===== config.mk =====
export PLATFORM = sky130hd
export DESIGN_NAME = univ_shifter
export DESIGN_NICKNAME = d
export VERILOG_FILES = /design/src/rtl/univ_shifter_pkg.sv /design/src/rtl/univ_shifter_ctrl.sv /design/src/rtl/univ_shifter_datapath.sv /design/src/rtl/univ_shifter.sv
export SDC_FILE = /design/constraint.sdc
export NUM_CORES = 1
export LEC_CHECK = 0
export BUFFER_PORTS_ARGS = -buffer_cell sky130_fd_sc_hd__buf_2
export CORE_AREA = 2 2 39 41
export DETAILED_ROUTE_END_ITERATION = 12
export DIE_AREA = 0 0 41 43
export GPL_TIMING_DRIVEN = 0
export SLEW_MARGIN = 15
export SYNTH_ARGS = -nofsm -noshare
export SYNTH_HDL_FRONTEND = slang
export SYNTH_SLANG_ARGS = --single-unit
export TNS_END_PERCENT = 5

===== constraint.sdc =====
create_clock -name clk -period 1.1 [get_ports clk]
set_input_delay 0.22 -clock clk [delete_from_list [all_inputs] [get_ports clk]]
set_output_delay 0.22 -clock clk [all_outputs]
set_load 0.005 [all_outputs]

===== src/rtl/univ_shifter_pkg.sv =====
package univ_shifter_pkg;

  // Encoding of the operation select, high bit first.
  typedef enum logic [1:0] {
    MODE_HOLD  = 2'b00,
    MODE_UP    = 2'b01,  // bits move toward the MSB, serInLow enters bit 0
    MODE_DOWN  = 2'b10,  // bits move toward the LSB, serInHigh enters the top bit
    MODE_LOAD  = 2'b11   // capture the shared pins
  } modeT;

  // Strobes from control to datapath; at most one is set per cycle.
  typedef struct packed {
    logic loadEn;
    logic upEn;
    logic downEn;
  } strobeT;

endpackage


===== src/rtl/univ_shifter_ctrl.sv =====
module univ_shifter_ctrl
  import univ_shifter_pkg::*;
(
  input  logic [1:0] modeSel,
  input  logic       oeAN,
  input  logic       oeBN,
  output strobeT     strobes,
  output logic       driveEn
);

  modeT mode;
  logic bothEnabled;

  assign mode        = modeT'(modeSel);
  assign bothEnabled = ~(oeAN | oeBN);

  always_comb begin
    strobes = '0;
    unique case (mode)
      MODE_LOAD: strobes.loadEn = 1'b1;
      MODE_UP:   strobes.upEn   = 1'b1;
      MODE_DOWN: strobes.downEn = 1'b1;
      default:   strobes        = '0;
    endcase
  end

  // The block does not drive the pins while it captures from them.
  assign driveEn = bothEnabled & ~strobes.loadEn;

endmodule


===== src/rtl/univ_shifter_datapath.sv =====
module univ_shifter_datapath
  import univ_shifter_pkg::*;
#(
  parameter int WIDTH = 8
) (
  input  logic             clk,
  input  logic             rstN,
  input  strobeT           strobes,
  input  logic             serInLow,
  input  logic             serInHigh,
  input  logic [WIDTH-1:0] pinIn,
  output logic [WIDTH-1:0] regQ
);

  localparam int TOP = WIDTH - 1;

  logic [WIDTH-1:0] nextQ;

  for (genvar i = 0; i < WIDTH; i++) begin : g_bit
    logic fromBelow;
    logic fromAbove;

    if (i == 0) begin : g_low_end
      assign fromBelow = serInLow;
    end else begin : g_low_mid
      assign fromBelow = regQ[i-1];
    end

    if (i == TOP) begin : g_high_end
      assign fromAbove = serInHigh;
    end else begin : g_high_mid
      assign fromAbove = regQ[i+1];
    end

    always_comb begin
      if (strobes.loadEn)      nextQ[i] = pinIn[i];
      else if (strobes.upEn)   nextQ[i] = fromBelow;
      else if (strobes.downEn) nextQ[i] = fromAbove;
      else                     nextQ[i] = regQ[i];
    end
  end

  always_ff @(posedge clk or negedge rstN) begin
    if (!rstN) regQ <= '0;
    else       regQ <= nextQ;
  end

endmodule


===== src/rtl/univ_shifter.sv =====
module univ_shifter
  import univ_shifter_pkg::*;
#(
  parameter int WIDTH = 8
) (
  input  logic             clk,
  input  logic             rstN,
  input  logic [1:0]       modeSel,
  input  logic             serInLow,
  input  logic             serInHigh,
  input  logic             oeAN,
  input  logic             oeBN,
  input  logic [WIDTH-1:0] pinIn,
  output logic [WIDTH-1:0] pinOut,
  output logic             pinOe,
  output logic             serOutLow,
  output logic             serOutHigh
);

  strobeT           strobes;
  logic [WIDTH-1:0] regQ;

  univ_shifter_ctrl uCtrl (
    .modeSel (modeSel),
    .oeAN    (oeAN),
    .oeBN    (oeBN),
    .strobes (strobes),
    .driveEn (pinOe)
  );

  univ_shifter_datapath #(.WIDTH(WIDTH)) uData (
    .clk       (clk),
    .rstN      (rstN),
    .strobes   (strobes),
    .serInLow  (serInLow),
    .serInHigh (serInHigh),
    .pinIn     (pinIn),
    .regQ      (regQ)
  );

  assign pinOut     = regQ;
  assign serOutLow  = regQ[0];
  assign serOutHigh = regQ[WIDTH-1];

endmodule


Word level (Yosys, flattened, before mapping)
Index checks and enable logic that the tools add are counted.
{"block": "word_totals", "out_inout_bits": 11, "ff_bits": 8, "latchBits": 0, "mem_count": 0, "rom_bits": 0, "mem_bits_rw": 0, "inputBits": 16, "wordCells": 36}
{"block": "op_classes", "shifts": 0, "n_addsub": 0, "muxes": 27, "reduce_logical": 1, "div": 0, "magnitude_cmp": 0, "n_eq_ne": 3, "multipliers": 0, "bitwise_logic": 4}
{"cell": "1-bit 2-to-1 mux", "count": 27}
{"cell": "2-bit equality test (second input constant)", "count": 2}
{"cell": "3-bit nonzero test", "count": 1}
{"cell": "2-bit by 1-bit equality test with 1-bit output (second input constant)", "count": 1}
{"cell": "1-bit NOT", "count": 2}
{"cell": "1-bit bitwise AND", "count": 1}
{"cell": "1-bit bitwise OR", "count": 1}

Logic depth before layout (Yosys ltp)
Gate-level depths: netlist of the first run.
{"block": "logic_depth", "ltp_word": 5, "mapped_depth": 2, "depth_no_buf": 1}

By module
From an unflattened synthesis of the first run, not the netlist that was laid out.
{"block": "unflattened", "cells_unflattened": 46, "area_unflattened_um2": 478.0}
{"module": "univ_shifter_datapath", "n_inst": 1, "cells_each": 40, "area_per_inst_um2": 427.9, "seq_area_each_um2": 200.2}
{"module": "univ_shifter_ctrl", "n_inst": 1, "cells_each": 4, "area_per_inst_um2": 35.0, "seq_area_each_um2": 0.0}
{"module": "univ_shifter", "n_inst": 1, "cells_each": 2, "area_per_inst_um2": 15.0, "seq_area_each_um2": 0.0}

Least setup slack after synthesis of the first run
Ideal clock, no wire load.
{"block": "synth_timing", "path_kind": "input to register", "start": "input port modeSel[0]", "end": "register uData.regQ[0]", "setup_slack_ns": 0.123, "cell_stages": 2, "setup_ns": 0.139, "arrival_ns": 0.838, "required_time_ns": 0.961, "n_path_buf": 1, "path_cell_list": "buf_6 > mux4_2"}
{"block": "synth_between", "elab_chain_len": 4, "word_cells_on_any_way": 9, "cone_classes": "eq/ne (3); mux (5); reduce/logical (1)"}
{"item": "start: declaration", "line": "univ_shifter.sv:8", "text": "input logic [1:0] modeSel,"}
{"item": "2-bit by 1-bit equality test with 1-bit output", "line": "univ_shifter_ctrl.sv:19", "text": "unique case (mode)"}
{"item": "1-bit 2-to-1 mux", "line": "univ_shifter_ctrl.sv:19"}
{"item": "1-bit 2-to-1 mux", "line": "univ_shifter_datapath.sv:37", "text": "else if (strobes.upEn) nextQ[i] = fromBelow;"}
{"item": "1-bit 2-to-1 mux", "line": "univ_shifter_datapath.sv:36", "text": "if (strobes.loadEn) nextQ[i] = pinIn[i];"}
{"item": "end signal: assignment", "line": "univ_shifter_datapath.sv:45", "text": "else regQ <= nextQ;"}
{"item": "end: declaration", "line": "univ_shifter_datapath.sv:12", "text": "output logic [WIDTH-1:0] regQ"}
Parallel ways exist; a longest one is shown, timed or not.
A chain may end at the register's enable or synchronous reset.

Worst setup path after layout of the first run
{"block": "layout_timing", "start": "register uData.regQ[0]", "end": "register uData.regQ[1]"}
{"block": "layout_between", "elab_chain_len": 2}
{"item": "1-bit 2-to-1 mux", "line": "univ_shifter_datapath.sv:37"}
{"item": "1-bit 2-to-1 mux", "line": "univ_shifter_datapath.sv:36"}
No other way between the ends.

==> results of run 1 <==
[through the flow]
step	worst slack (ps)	hold slack (ps)	power (W)	instance area [sq um]
floorplan	123.2	-75.59	0.0005641	419.2
global placement	94.71	65.58	0.0006855	559.3
detailed placement	83.29	77.25	0.0006918	559.3
CTS	-26.82	277.0	0.0009237	591.8
global route	-31.60	284.3	0.0009757	588.1
finish	19.03	288.7	0.0009038	588.1
[Yosys cell counts]
cell type / n
buf_4: 2
buf_2: 1
dfrtp_1: 8
mux4_2: 8
a211oi_1: 1
buf_6: 1
[power by group]
group          switching (W)  internal (W)
combinational      0.0000773      0.000183
sequential         0.0000624      0.000359
clock              0.0000973      0.000125
total               0.000237      0.000667
[metal layers]
metal	share of wire [%]	vias up	track usage [%]
li1	-	140	-
met1	40	154	15.86
met2	50	18	18.75
met3	9.9	0	4.712
met4	0	0	8.000
met5	0	-	0
[area by class of cell]
cell class / count / area [sq um] / area share [%]
flip-flops and latches: 8 / 200.2 / 34.04
multi-input cells: 9 / 187.7 / 31.91
plain buffers: 2 / 16.27 / 2.766
well taps: 16 / 20.02 / 3.404
clock buffers: 3 / 22.52 / 3.830
repair buffers: 26 / 141.4 / 24.04
[worst max path at each step]
stage	endpoint	cells past startpoint
after detailed placement	uData.regQ[2]	2
final	uData.regQ[1]	2
after global placement	uData.regQ[0]	2
after CTS	pinOut[7]	2
after global routing	uData.regQ[1]	2
after floorplan	uData.regQ[0]	2
[kinds of logic after synthesis]
family | share of synthesized area, %
flip-flops | 47.76
multiplexers | 42.98
buffers and inverters | 7.460
AO/OA/AOI/OAI | 1.792
[repair_timing]
action / CTS / global route
hold buffers: 1 / 0
hold endpoints to repair: 8 / 0
gates resized for setup: 0 / 1
setup endpoints to repair: 2 / 2
setup buffers: 1 / 0
==> results.yml, run 1 <==
die:
  rows: 14
  core_sq_um: 1384
  start_util_pct: 30.29
  die_h_um: 43
  dieArea_sq_um: 1763
  ios: 27
  die_width_um: 41
critical_path:
  r2r_cells: 2
  path_buf_inv: 1
  critPathRequiredTime_ps: 1220
  end_kind: "register"
  arrival_ps: 1200
  critPathMaxFanout: 4
  cpMaxStageDelayCell: "mux4_2"
  crit_family: "multiplexers"
  crit_chain: "buf_6 -> mux4_2"
  critPathMaxStageDelay_ps: 430
  critical_path.startpoint_type: "register"
  r2r_start: "uData.regQ[0]"
  startpoint: "uData.regQ[0]"
  crit_type: "reg -> reg"
  r2r_end: "uData.regQ[1]"
  r2r_slack_ps: 20
finish:
  nFillCells: 144
  diodes: 0
  layout.nets: 66
  largest_reg_flops: 8
  area_growth_pct: 40.30
  drive_above_1_share_pct: 79.17
  instances_no_fill: 64
  fin_util_pct: 42.50
  mostFrequentLayoutCells: "buf_2 (25), mux4_2 (8), dfrtp_1 (8)"
  reg.largest.list: "uData.regQ: 8 flops"
  final_common_cell: "buf_2"
  regMostFlops: "uData.regQ"
place:
  place_inst: 61
  port-buffer-count: 24
  place_congestion: 0.6735
power_and_ir_drop:
  p_per_area_nw_per_um2: 1537
  p_leak_nw: 0.2755
  vdd_drop_max_mv: 0.5496
hold_path:
  hold_class: "in -> reg"
  hold_end: "uData.regQ[6]"
  hold_start: "pinIn[6]"
  min_path_cells: 2
routing:
  ant_nets: 0
  drcViolationCount: 0
  routed_wl_um: 856
  drtIter0Drc: 2
  wl_per_cell_um: 13.38
  num_vias: 312
  vias_per_cell: 4.875
  first_pass_iters: 3
grt:
  grt_pass1_vias: 359
  antenna_found_initial: 0
  grt_pass1_wl_um: 1449
  grt_max_degree: 10
  gr-total-overflow: 0
  track_usage_pct: 13.03
timing:
  fin_crit_ps: 1081
  skew_ps: 2.899
  tns_ps: 0
  setup_viol: 0
  hold_viol: 0
  max_freq_ghz: 0.9251
  rsz0062_at_grt: "true"
  slew_viol_final: 0
  relSlewSlack_pct: 87.20
  fin_crit_sh_pct: 98.27
  worst_pin_slew_ps: 191.9
yosys:
  synth_top_cell_by_area: "dfrtp_1"
  syn_area_sq_um: 419.2
  ys_top_cells_by_area: "dfrtp_1 (48%), mux4_2 (43%), buf_4 (3.6%)"
  ys_seq_area_share_pct: 47.76
  ys_warn_count: 0
  syn_avg_cell_area_sq_um: 19.96
  syn_nets: 37
  yosysTopAreaCellShare_pct: 47.76
  synthDistinctLibCells: 6
  netlist_instances: 21
  synth-seq-cells: 8
clock_network:
  cts_made_buffers: 3
  clk_pin_slew_worst_paths_ps: 50
  clock_path_buffers: 2
  cts_tree: "done"
  clock_latency_ps: 250
  ctsRootBufferMaster: "clkbuf_4"
  cts-htree-levels: 1
  cts.sinks: 8
run_status:
  status: "completed"
job:
  maxCapViolCount: 0
No activity file was read; power rests on OpenSTA's default activity.
==> run 2: changes to the inputs <==
--- a/config.mk
+++ b/config.mk
@@ -10,6 +10,7 @@
 export DETAILED_ROUTE_END_ITERATION = 12
 export DIE_AREA = 0 0 41 43
 export GPL_TIMING_DRIVEN = 0
+export RECOVER_POWER = 25
 export SLEW_MARGIN = 15
 export SYNTH_ARGS = -nofsm -noshare
 export SYNTH_HDL_FRONTEND = slang
==> run 2 against run 1 <==
- sequential cell count is the same
- critical path depth stayed put
- utilization shrank 0.090 points
- routed wire length fell by 0.23%
- largest cell class unchanged
- largest power group unchanged
==> results.yml, run 2 (synthesis gave the netlist of run 1 again) <==
finish:
  multi_input_area_sq_um: 187.7
  reg.largest.list: "uData.regQ: 8 flops"
  final_common_cell: "buf_2"
  ff_latch_area_sq_um: 200.2
  mostFrequentLayoutCells: "buf_2 (24), mux4_2 (8), dfrtp_1 (8)"
  area_growth_pct: 40.00
  largest_reg_flops: 8
  regMostFlops: "uData.regQ"
  drive_above_1_share_pct: 77.08
  layout.nets: 66
  nFillCells: 144
  diodes: 0
power_and_ir_drop:
  power.total_w: 0.0009032
  cellInternalPower_w: 0.0006662
  p_comb_share_pct: 28.8
  p_switching_w: 0.0002370
  seqPwrFrac_pct: 46.6
  swShare_pct: 26.24
  p_per_area_nw_per_um2: 1539
  vdd_drop_max_mv: 0.5496
  p_clk_share_pct: 24.6
  p_leak_nw: 0.2728
clock_network:
  cts-htree-levels: 1
  ctsRootBufferMaster: "clkbuf_4"
  cts_tree: "done"
  clock_path_buffers: 2
  clk_pin_slew_worst_paths_ps: 50
  clock_latency_ps: 250
  cts.sinks: 8
  cts_made_buffers: 3
routing:
  num_vias: 312
  drcViolationCount: 0
  routed_wl_um: 854
  first_pass_iters: 3
  drtIter0Drc: 2
  ant_nets: 0
  wl_per_cell_um: 13.34
  vias_per_cell: 4.875
die:
  dieArea_sq_um: 1763
  rows: 14
  start_util_pct: 30.29
  die_width_um: 41
  die_h_um: 43
  ios: 27
  core_sq_um: 1384
grt:
  gr-total-overflow: 0
  grt_max_degree: 10
  track_usage_pct: 13.03
  grt_pass1_vias: 359
  grt_pass1_wl_um: 1449
  antenna_found_initial: 0
place:
  place_congestion: 0.6735
  port-buffer-count: 24
timing:
  rsz0062_at_grt: "true"
  max_freq_ghz: 0.9251
  slew_viol_final: 0
  fin_crit_sh_pct: 98.27
  relSlewSlack_pct: 71.35
  hold_ws_ps: 288.7
  tns_ps: 0
  worst_pin_slew_ps: 429.7
  hold_viol: 0
  skew_ps: 2.899
  fin_crit_ps: 1081
  setup_viol: 0
critical_path:
  critical_path.startpoint_type: "register"
  r2r_cells: 2
  r2r_slack_ps: 20
  crit_type: "reg -> reg"
  critPathMaxFanout: 4
  critPathRequiredTime_ps: 1220
  arrival_ps: 1200
  end_kind: "register"
run_status:
  status: "completed"
job:
  maxCapViolCount: 0
hold_path:
  min_path_cells: 2
  hold_class: "in -> reg"
-- run 2: changes by cell type in the layout (fill, tap and decap cells not counted) --
cell,change
buf_2,-1
clkbuf_1,+1
-- run 2: path summary, 6_finish.rpt --
kind | from | to
setup / recovery | uData.regQ[0] | uData.regQ[1]
hold / removal | pinIn[6] | uData.regQ[6]
setup reg to reg | uData.regQ[0] | uData.regQ[1]
hold reg to reg | uData.regQ[7] | uData.regQ[6]
max in group asynchronous | rstN | uData.regQ[7]
min in group asynchronous | rstN | uData.regQ[3]
-- run 2: stage by stage --
stage               area (sq um)  cells  setup WS (ps)  util, %
detailed placement         559.3     61          83.29    40.42
floorplan                  419.2     21          123.2        -
global placement           559.3     61          94.71    40.42
global route               586.8     64         -31.60    42.41
CTS                        591.8     65         -26.82    42.77
finish                     586.8     64          19.03    42.41
-- run 2: layer usage --
metal | track usage, % | wire (um) | up-vias
li1 | - | - | 140
met1 | 15.86 | 345 | 154
met2 | 18.75 | 427 | 18
met3 | 4.712 | 81 | 0
met4 | 8.000 | 0 | 0
met5 | 0 | 0 | -
-- run 2: repair_timing --
action	4_1_cts	5_1_grt
endpoints found under the setup margin	2	2
hold buffers	1	0
endpoints found under the hold margin	8	0
buffers inserted	1	0
gates resized for setup	0	1
-- run 2: worst max-delay path, cell delays in order (launching register included) --
cell and delay (ps):
dfrtp_1 400, buf_6 120, mux4_2 430
-- run 2: power by group through the flow --
| stage | clock network [W] | logic [W] | registers [W] |
|---|---|---|---|
| after floorplan | 0 | 0.000146 | 0.000418 |
| after global placement | 0 | 0.000260 | 0.000425 |
| after detailed placement | 0 | 0.000267 | 0.000425 |
| after CTS | 0.000233 | 0.000270 | 0.000421 |
| after global routing | 0.000248 | 0.000290 | 0.000437 |
| final | 0.000222 | 0.000260 | 0.000421 |
-- run 2: layout make-up --
class / count / area share [%]
Timing Repair Buffer: 26 / 23.88
Clock buffer: 3 / 3.838
Multi-Input combinational cell: 9 / 31.98
Sequential cell: 8 / 34.12
Buffer: 2 / 2.772
Tap cell: 16 / 3.412
